## src/rtl/batt_pkg.sv

```systemverilog
package batt_pkg;
    localparam int LVL_W    = 7;
    localparam int LVL_MAX  = 100;
    localparam int LVL_DEF  = 50;
    localparam int NUM_REGS = 7;

    localparam logic [1:0] CHG_CHARGING = 2'd1;
    localparam logic [1:0] CHG_IDLE     = 2'd3;
    localparam logic [2:0] HL_GOOD      = 3'd1;
    localparam logic [2:0] HL_DEAD      = 3'd3;

    typedef enum logic [2:0] {
        SEL_IST  = 3'd0,
        SEL_IEN  = 3'd1,
        SEL_AC   = 3'd2,
        SEL_CHG  = 3'd3,
        SEL_HLTH = 3'd4,
        SEL_PRES = 3'd5,
        SEL_LVL  = 3'd6,
        SEL_NONE = 3'd7
    } reg_sel_e;

    typedef struct packed {
        logic             mains;
        logic [1:0]       chg;
        logic [2:0]       hlth;
        logic             pres;
        logic [LVL_W-1:0] lvl;
    } batt_state_t;

    typedef struct packed {
        logic [1:0] pend;
        logic [1:0] en;
    } irq_state_t;
endpackage

```

## src/rtl/batt_addr_decode.sv

```systemverilog
module batt_addr_decode
    import batt_pkg::*;
#(
    parameter int ADDR_W = 8
) (
    input  logic              valid,
    input  logic              write,
    input  logic [ADDR_W-1:0] addr,
    output reg_sel_e          sel,
    output logic              rd_ok,
    output logic              en_wr,
    output logic              bad
);
    localparam int WORD_W = ADDR_W - 2;

    logic [NUM_REGS-1:0] hit;
    logic                aligned;

    assign aligned = (addr[1:0] == 2'b00);

    for (genvar i = 0; i < NUM_REGS; i++) begin : g_hit
        assign hit[i] = aligned && (addr[ADDR_W-1:2] == WORD_W'(i));
    end

    always_comb begin
        sel = SEL_NONE;
        for (int i = 0; i < NUM_REGS; i++) begin
            if (hit[i]) sel = reg_sel_e'(i[2:0]);
        end
    end

    assign rd_ok = valid && !write && (sel != SEL_NONE);
    assign en_wr = valid && write && (sel == SEL_IEN);
    assign bad   = valid && !rd_ok && !en_wr;
endmodule

```

## src/rtl/batt_state_regs.sv

```systemverilog
module batt_state_regs
    import batt_pkg::*;
(
    input  logic             clk,
    input  logic             rst_n,
    input  logic             batt_fitted,
    input  logic             batt_upd,
    input  logic [1:0]       chg_in,
    input  logic [2:0]       hlth_in,
    input  logic             pres_in,
    input  logic [LVL_W-1:0] lvl_in,
    input  logic             mains_upd,
    input  logic             mains_in,
    output batt_state_t      st_q
);
    batt_state_t st_d;
    logic [LVL_W-1:0] lvl_clamped;

    assign lvl_clamped = (lvl_in > LVL_W'(LVL_MAX)) ? LVL_W'(LVL_MAX) : lvl_in;

    always_comb begin
        st_d = st_q;
        if (batt_upd) begin
            st_d.chg  = chg_in;
            st_d.hlth = hlth_in;
            st_d.pres = pres_in;
            st_d.lvl  = lvl_clamped;
        end
        if (mains_upd) st_d.mains = mains_in;
        if (!rst_n) begin
            st_d.mains = 1'b1;
            if (batt_fitted) begin
                st_d.chg  = CHG_CHARGING;
                st_d.hlth = HL_GOOD;
                st_d.pres = 1'b1;
                st_d.lvl  = LVL_W'(LVL_DEF);
            end else begin
                st_d.chg  = CHG_IDLE;
                st_d.hlth = HL_DEAD;
                st_d.pres = 1'b0;
                st_d.lvl  = '0;
            end
        end
    end

    always_ff @(posedge clk) begin
        st_q <= st_d;
    end

    p_lvl_max_r5: assert property (@(posedge clk) disable iff (!rst_n)
        st_q.lvl <= LVL_W'(LVL_MAX));

    p_hold_r4: assert property (@(posedge clk) disable iff (!rst_n)
        !batt_upd |=> $stable(st_q.lvl) && $stable(st_q.chg) && $stable(st_q.hlth));

    p_mains_load_r4: assert property (@(posedge clk) disable iff (!rst_n)
        mains_upd |=> st_q.mains == $past(mains_in));
endmodule

```

## src/rtl/batt_irq_ctrl.sv

```systemverilog
module batt_irq_ctrl
    import batt_pkg::*;
(
    input  logic       clk,
    input  logic       rst_n,
    input  logic       batt_evt,
    input  logic       mains_evt,
    input  logic       en_wr,
    input  logic [1:0] en_wdata,
    input  logic       ist_rd,
    output logic [1:0] vis,
    output logic [1:0] en_q,
    output logic       irq
);
    irq_state_t s_d, s_q;
    logic       clr;

    assign vis  = s_q.pend & s_q.en;
    assign en_q = s_q.en;
    assign irq  = |vis;
    assign clr  = ist_rd && (vis != 2'b00);

    always_comb begin
        s_d      = s_q;
        s_d.pend = (clr ? 2'b00 : s_q.pend) | {mains_evt, batt_evt};
        if (en_wr) s_d.en = en_wdata;
        if (!rst_n) s_d = '0;
    end

    always_ff @(posedge clk) begin
        s_q <= s_d;
    end

    p_clear_r8: assert property (@(posedge clk) disable iff (!rst_n)
        clr && !batt_evt && !mains_evt |=> s_q.pend == 2'b00 && !irq);

    p_keep_r9: assert property (@(posedge clk) disable iff (!rst_n)
        ist_rd && mains_evt |=> s_q.pend[1]);

    p_irq_cause_r7: assert property (@(posedge clk) disable iff (!rst_n)
        $rose(irq) |-> $past(batt_evt || mains_evt || en_wr));

    p_en_hold_r10: assert property (@(posedge clk) disable iff (!rst_n)
        !en_wr |=> $stable(s_q.en));
endmodule

```

## src/rtl/batt_mmio.sv

```systemverilog
module batt_mmio
    import batt_pkg::*;
#(
    parameter int ADDR_W = 8,
    parameter int DATA_W = 32
) (
    input  logic              clk,
    input  logic              rst_n,
    input  logic              batt_fitted,
    input  logic              bus_valid,
    input  logic              bus_write,
    input  logic [ADDR_W-1:0] bus_addr,
    input  logic [DATA_W-1:0] bus_wdata,
    output logic              bus_ack,
    output logic              bus_err,
    output logic [DATA_W-1:0] bus_rdata,
    input  logic              env_batt_upd,
    input  logic [1:0]        env_chg_state,
    input  logic [2:0]        env_health,
    input  logic              env_present,
    input  logic [LVL_W-1:0]  env_level,
    input  logic              env_mains_upd,
    input  logic              env_mains_on,
    output logic              irq
);
    typedef struct packed {
        logic              ack;
        logic              err;
        logic [DATA_W-1:0] rdata;
    } resp_t;

    reg_sel_e    sel;
    logic        rd_ok, en_wr, bad, ist_rd;
    logic [1:0]  vis, en_q;
    batt_state_t st_q;
    resp_t       resp_d, resp_q;

    batt_addr_decode #(.ADDR_W(ADDR_W)) u_dec (
        .valid (bus_valid),
        .write (bus_write),
        .addr  (bus_addr),
        .sel   (sel),
        .rd_ok (rd_ok),
        .en_wr (en_wr),
        .bad   (bad)
    );

    batt_state_regs u_state (
        .clk         (clk),
        .rst_n       (rst_n),
        .batt_fitted (batt_fitted),
        .batt_upd    (env_batt_upd),
        .chg_in      (env_chg_state),
        .hlth_in     (env_health),
        .pres_in     (env_present),
        .lvl_in      (env_level),
        .mains_upd   (env_mains_upd),
        .mains_in    (env_mains_on),
        .st_q        (st_q)
    );

    assign ist_rd = rd_ok && (sel == SEL_IST);

    batt_irq_ctrl u_irq (
        .clk       (clk),
        .rst_n     (rst_n),
        .batt_evt  (env_batt_upd),
        .mains_evt (env_mains_upd),
        .en_wr     (en_wr),
        .en_wdata  (bus_wdata[1:0]),
        .ist_rd    (ist_rd),
        .vis       (vis),
        .en_q      (en_q),
        .irq       (irq)
    );

    always_comb begin
        resp_d       = '0;
        resp_d.ack   = bus_valid;
        resp_d.err   = bad;
        if (rd_ok) begin
            unique case (sel)
                SEL_IST:  resp_d.rdata = DATA_W'(vis);
                SEL_IEN:  resp_d.rdata = DATA_W'(en_q);
                SEL_AC:   resp_d.rdata = DATA_W'(st_q.mains);
                SEL_CHG:  resp_d.rdata = DATA_W'(st_q.chg);
                SEL_HLTH: resp_d.rdata = DATA_W'(st_q.hlth);
                SEL_PRES: resp_d.rdata = DATA_W'(st_q.pres);
                SEL_LVL:  resp_d.rdata = DATA_W'(st_q.lvl);
                default:  resp_d.rdata = '0;
            endcase
        end
        if (!rst_n) resp_d = '0;
    end

    always_ff @(posedge clk) begin
        resp_q <= resp_d;
    end

    assign bus_ack   = resp_q.ack;
    assign bus_err   = resp_q.err;
    assign bus_rdata = resp_q.rdata;

    p_ack_latency_r11: assert property (@(posedge clk) disable iff (!rst_n)
        bus_valid |=> bus_ack);

    p_no_spurious_ack_r11: assert property (@(posedge clk) disable iff (!rst_n)
        !bus_valid |=> !bus_ack);

    p_err_data_r10: assert property (@(posedge clk) disable iff (!rst_n)
        bus_err |-> bus_ack && bus_rdata == '0);

    p_ro_write_r10: assert property (@(posedge clk) disable iff (!rst_n)
        bus_valid && bus_write && bus_addr != ADDR_W'(4) |=> bus_err);
endmodule

```

## config.mk

```make
export PLATFORM = sky130hd
export DESIGN_NAME = batt_mmio
export DESIGN_NICKNAME = d
export VERILOG_FILES = /design/src/rtl/batt_pkg.sv /design/src/rtl/batt_addr_decode.sv /design/src/rtl/batt_state_regs.sv /design/src/rtl/batt_irq_ctrl.sv /design/src/rtl/batt_mmio.sv
export SDC_FILE = /design/constraint.sdc
export NUM_CORES = 1
export LEC_CHECK = 0
export BUFFER_PORTS_ARGS = -buffer_cell sky130_fd_sc_hd__buf_2
export CAP_MARGIN = 20
export CORE_MARGIN = 8
export CORE_UTILIZATION = 44
export CTS_CLUSTER_SIZE = 8
export DETAILED_ROUTE_END_ITERATION = 6
export PLACE_DENSITY = 0.85
export SYNTH_ARGS = -nofsm -noshare
export SYNTH_HDL_FRONTEND = slang
export SYNTH_SLANG_ARGS = --single-unit
```

## constraint.sdc

```tcl
create_clock -name clk -period 2.3 [get_ports clk]
set_input_delay 0.23 -clock clk [delete_from_list [all_inputs] [get_ports clk]]
set_output_delay 0.23 -clock clk [all_outputs]
set_load 0.005 [all_outputs]
```

* Yosys cells after proc, flatten, opt, wreduce, memory -nomap -nowiden
Index checks and enable logic that the tools add are counted.
** Storage, ports and cells
- Register bits :: 52
- Input bits :: 61
** Operators by class
- $lt $le $gt $ge :: 1
- Eq/ne operators :: 14
- Mux-type cells :: 13
- Bitwise gates (word level) :: 2
- Reductions and logical operators :: 24
** Operators by type and width (number)
- $pmux W7 S7 :: 1
- $mux W13 :: 3
- $mux W3 :: 7
- $eq A6 B3 Y1 const B :: 3
- $logic_and A1 B1 Y1 :: 15
- $eq A6 B2 Y1 const B :: 2
- $eq A3 B3 Y1 const B :: 3
- $gt A7 B7 Y1 const B :: 1
- $mux W7 :: 1
- $eq A3 B2 Y1 const B :: 2
- $eq A6 B1 Y1 const B :: 1
- $logic_not A6 Y1 :: 1
- $eq A3 B1 Y1 const B :: 1
- $logic_not A1 Y1 :: 3
- $logic_not A3 Y1 :: 1
- $ne A3 B3 Y1 const B :: 1
- $and A2 B2 Y2 :: 1
- $logic_not A2 Y1 :: 1
- $mux W2 :: 1
- $ne A2 B1 Y1 const B :: 1
- $or A2 B2 Y2 :: 1
- $reduce_and A2 Y1 :: 1
- $reduce_bool A2 Y1 :: 1
- $reduce_or A2 Y1 :: 1

* Logic depth before layout (Yosys ltp)
- Word-level depth :: 15
- Mapped depth :: 5

* Modules after synthesis
From an unflattened synthesis, not the netlist that was laid out.
** Second synthesis, totals
- Cells, all modules :: 143
- Area total of the unflattened synthesis :: 1465.2 µm²
** Modules (own cells, without submodules)
- batt_mmio :: instances 1, cells each 66, area each 601.8 µm², seq. area each 180.2 µm²
- batt_state_regs :: instances 1, cells each 43, area each 583.1 µm², seq. area each 410.4 µm²
- batt_irq_ctrl :: instances 1, cells each 19, area each 178.9 µm², seq. area each 80.1 µm²
- batt_addr_decode :: instances 1, cells each 15, area each 101.3 µm², seq. area each 0.0 µm²

* Least setup slack after synthesis
Ideal clock, no wire load.
- Kind :: in2reg
- From :: input bus_addr[7]
- To :: register resp_q, in the netlist bus_rdata[0]
- Library setup time :: 0.079 ns
- Data arrival time :: 1.287 ns
- Required time :: 2.221 ns
- Setup slack :: 0.934 ns
- Stages :: 4
- Buffers on the path :: 0
- Cells stage by stage :: or4_4 -> nor4_4 -> nand2_2 -> a211oi_2
** On the way
- Cells in the longest elaborated chain, start to end :: 12
- Elaborated cells between the ends (all ways) :: 32
** Ends and longest elaborated chain
- start, declared :: line batt_mmio.sv:12 : input logic [ADDR_W-1:0] bus_addr,
- $logic_not A6 Y1 :: line batt_addr_decode.sv:22 : assign hit[i] = aligned && (addr[ADDR_W-1:2] == WORD_W'(i));
- $logic_and A1 B1 Y1 :: line batt_addr_decode.sv:22
- $mux W3 (6 in a row) :: line batt_addr_decode.sv:28 : if (hit[i]) sel = reg_sel_e'(i[2:0]);
- $mux W3 (*) :: line batt_addr_decode.sv:28
- branches (longest 3 deep; another with $pmux W7 S7)
- end signal, assigned :: line batt_mmio.sv:97 : resp_q <= resp_d;
- end, declared :: line batt_mmio.sv:36 : resp_t resp_d, resp_q;
Every way passes the cells marked *.
A chain may end at the register's enable or synchronous reset.

* Worst setup path in the final report
- From :: register u_irq.s_q[2] in the netlist's numbering
- To :: output irq
** On the way
- Cells in the longest elaborated chain, start to end :: 2
** Ends and longest elaborated chain
- start, declared :: line batt_irq_ctrl.sv:15 : irq_state_t s_d, s_q;
- start signal, assigned :: line batt_irq_ctrl.sv:31 : s_q <= s_d;
- $and A2 B2 Y2 :: line batt_irq_ctrl.sv:18 : assign vis = s_q.pend & s_q.en;
- $reduce_or A2 Y1 :: line batt_irq_ctrl.sv:20 : assign irq = |vis;
- end, declared :: line batt_mmio.sv:24 : output logic irq
No other way between the ends.

==> results.toml <==
[critical_path]
r2r_end = "u_irq.s_q[2]"
end_kind = "primary output"
startpoint_type = "register"
worstPathArrival_ns = 1.04
rrSetupSlack_ns = 1.29
worstRegToRegCells = 4
critPathKind = "register to primary output"
r2r-start = "u_irq.en_q[1]"
crit_fanout = 3
required_ns = 2.07

[yosys]
ys_ff_latch = 27
syn_inst = 144
async_reset_ff_frac = 0
yosysWarnings = 0
netlist.area_leader.share = 0.285
yosysTopAreaCell = "edfxtp_1"
syn-cell-area_mm2 = 0.00137
synth.area.top_cells = "edfxtp_1 29%, dfxtp_1 20%, buf_4 14%, mux2i_1 4.4%, nand2_1 4.4%"
synthFlopType = "dfxtp_1"
ys_types = 32
synth_common_cells = "25 x buf_4, 16 x nand2_1, 14 x dfxtp_1, 13 x edfxtp_1, 13 x nor2_1"
synth_edf_count = 13
synth.most_common_cell = "buf_4"
seq_area_frac_synth = 0.490
postSynthAreaPerCell_um2 = 9.51

[route]
via_per_inst = 4.48
dr_wl_met3_um = 291
wire_per_inst_um = 11.5
drtIter0Drc = 67
drt_first_pass_iters = 4
drtAntennaViolNets = 0
drcViolationCount = 0
num_vias = 963
wl_met1_um = 999
topRoutingLayerUsed = "met4"
wl_met2_um = 1140
totalWireLength_um = 2480

[cts]
cts_post_setup_buffers_inserted = 0
insertion_delay_ns = 0.32
cts_root_buf = "clkbuf_4"
cts_tree = "yes"
hold_buffers = 0
cts_max_level = 1
clk_pin_slew_ns = 0.14
cts.sinks = 27
ctsResizeCount = 0
cts_buffer_depth = 2
cts_buffers = 3

[timing]
slew_headroom = 0.619
setup_tns_ns = 0
slew_viol_final = 0
worst_pin_slew_ns = 0.572
rsz0062_at_grt = "false"
period_share = 0.552
clock_skew_ns = 0.00176
post-route-min-period_ns = 1.27
hold_viol = 0
fmax_mhz = 787
whs_ns = 0.111
setup_violations = 0

[grt]
grt_overflow = 0
grt_start_max_net_pins = 25
antenna_found_initial = 0
grt_pass1_vias = 987
grt_pass1_wl_um = 4080
track_usage = 0.0980

[power_and_ir_drop]
total_power_mw = 0.854
ir_drop_v = 0.000162
p_leak_nw = 0.722
power_density_mw_per_mm2 = 561

[placed_design]
place_inst = 211
dp_hpwl_um = 2050
gp_congestion = 0.778
port_buffers = 40

[floorplan]
dieArea_mm2 = 0.00515
start_util = 0.456
die_w_um = 71.8
core_area_mm2 = 0.00300
fp.dieH_um = 71.8
rows = 20
io_pins = 96

[hold_path]
worstHoldPathCells = 3
min_from = "bus_wdata[1]"
hp-class = "primary input to register"
min_to = "u_irq.en_q[1]"

[cells_and_area]
final_cells = 215
drive_gt1_frac = 0.269
multiInputGateArea_um2 = 554
fill_cells = 283
seqCellArea_um2 = 671
area_growth_pct = 11.2
n_antenna_cell = 0
fin_nets = 244

[job]
cap_viol_max_count = 0

[run_status]
status = "complete, no violations"
==> flip-flops by register name, summed over array words and instances (netlist names) <==
register and count:
u_state.st_q 14, bus_err 1, bus_rdata 7, bus_ack 1
u_irq.s_q 2, u_irq.en_q 2
==> cell usage in the layout, fill, tap and decap left out, drive strengths merged <==
master,count
or4,1
nor3,1
edfxtp,13
nand2b,5
a21oi,6
o31a,1
buf,40
nor2,13
and2,2
and2b,1
nand4,1
nor4,2
o21ai,8
mux2i,6
nor3b,1
nand3,5
a211oi,1
nor4b,1
and4,1
conb,25
clkinvlp,1
a31oi,1
clkbuf,3
inv,7
nand2,17
nor2b,2
a22o,1
dfxtp,14
and3,1
o21a,1
==> through the flow <==
stage	worst slack [ns]	utilization	instance area [um^2]
2_1_floorplan	0.934	-	1460
5_1_grt	0.978	0.507	1520
3_3_place_gp	0.736	0.497	1490
3_5_place_dp	0.724	0.497	1490
4_1_cts	1.02	0.507	1520
6_report	1.03	0.507	1520
==> per-layer routing <==
| metal | GRT usage | up-vias |
|---|---|---|
| li1 | - | 510 |
| met3 | 0.0446 | 5 |
| met5 | 0 | - |
| met1 | 0.0925 | 400 |
| met4 | 0.0544 | 0 |
| met2 | 0.172 | 48 |
==> worst max-delay path by stage <==
stage | from | endpoint | depth (start not counted) | slack (ns)
final | u_irq.s_q[2] | irq | 2 | 1.03
after floorplan | bus_addr[7] | bus_rdata[0] | 4 | 0.93
after global routing | u_irq.s_q[2] | irq | 2 | 0.98
after global placement | bus_addr[7] | bus_rdata[6] | 5 | 0.74
after detailed placement | bus_addr[7] | bus_rdata[4] | 5 | 0.72
after CTS | u_irq.s_q[2] | irq | 2 | 1.02
==> power by group <==
part / switching [mW] / internal [mW]
Sequential: 0.00868 / 0.536
Clock: 0.138 / 0.0665
Combinational: 0.0618 / 0.0436
Total: 0.209 / 0.646
==> critical path, cell delays in order (launching register included) <==
cell and delay (ns):
dfxtp_1 0.35, a22o_1 0.24, buf_2 0.13
==> final cells by class <==
class	instances	area share
timing repair buffer	40	0.131
multi-input combinational	104	0.364
clock buffer	3	0.0148
sequential	27	0.440
inverter	7	0.0173
clock inverter	1	0.00493
tap	33	0.0271
==> cells by family after synthesis <==
logic type,count (synthesis),share of synthesized area
and+or+nand+nor,54,0.208
buffers and inverters,37,0.171
DFF,27,0.490
AOI/OAI and AO/OA,19,0.0841
muxes,6,0.0439
other,1,0.00274
Note: power is estimated with default switching activity, not from simulation.
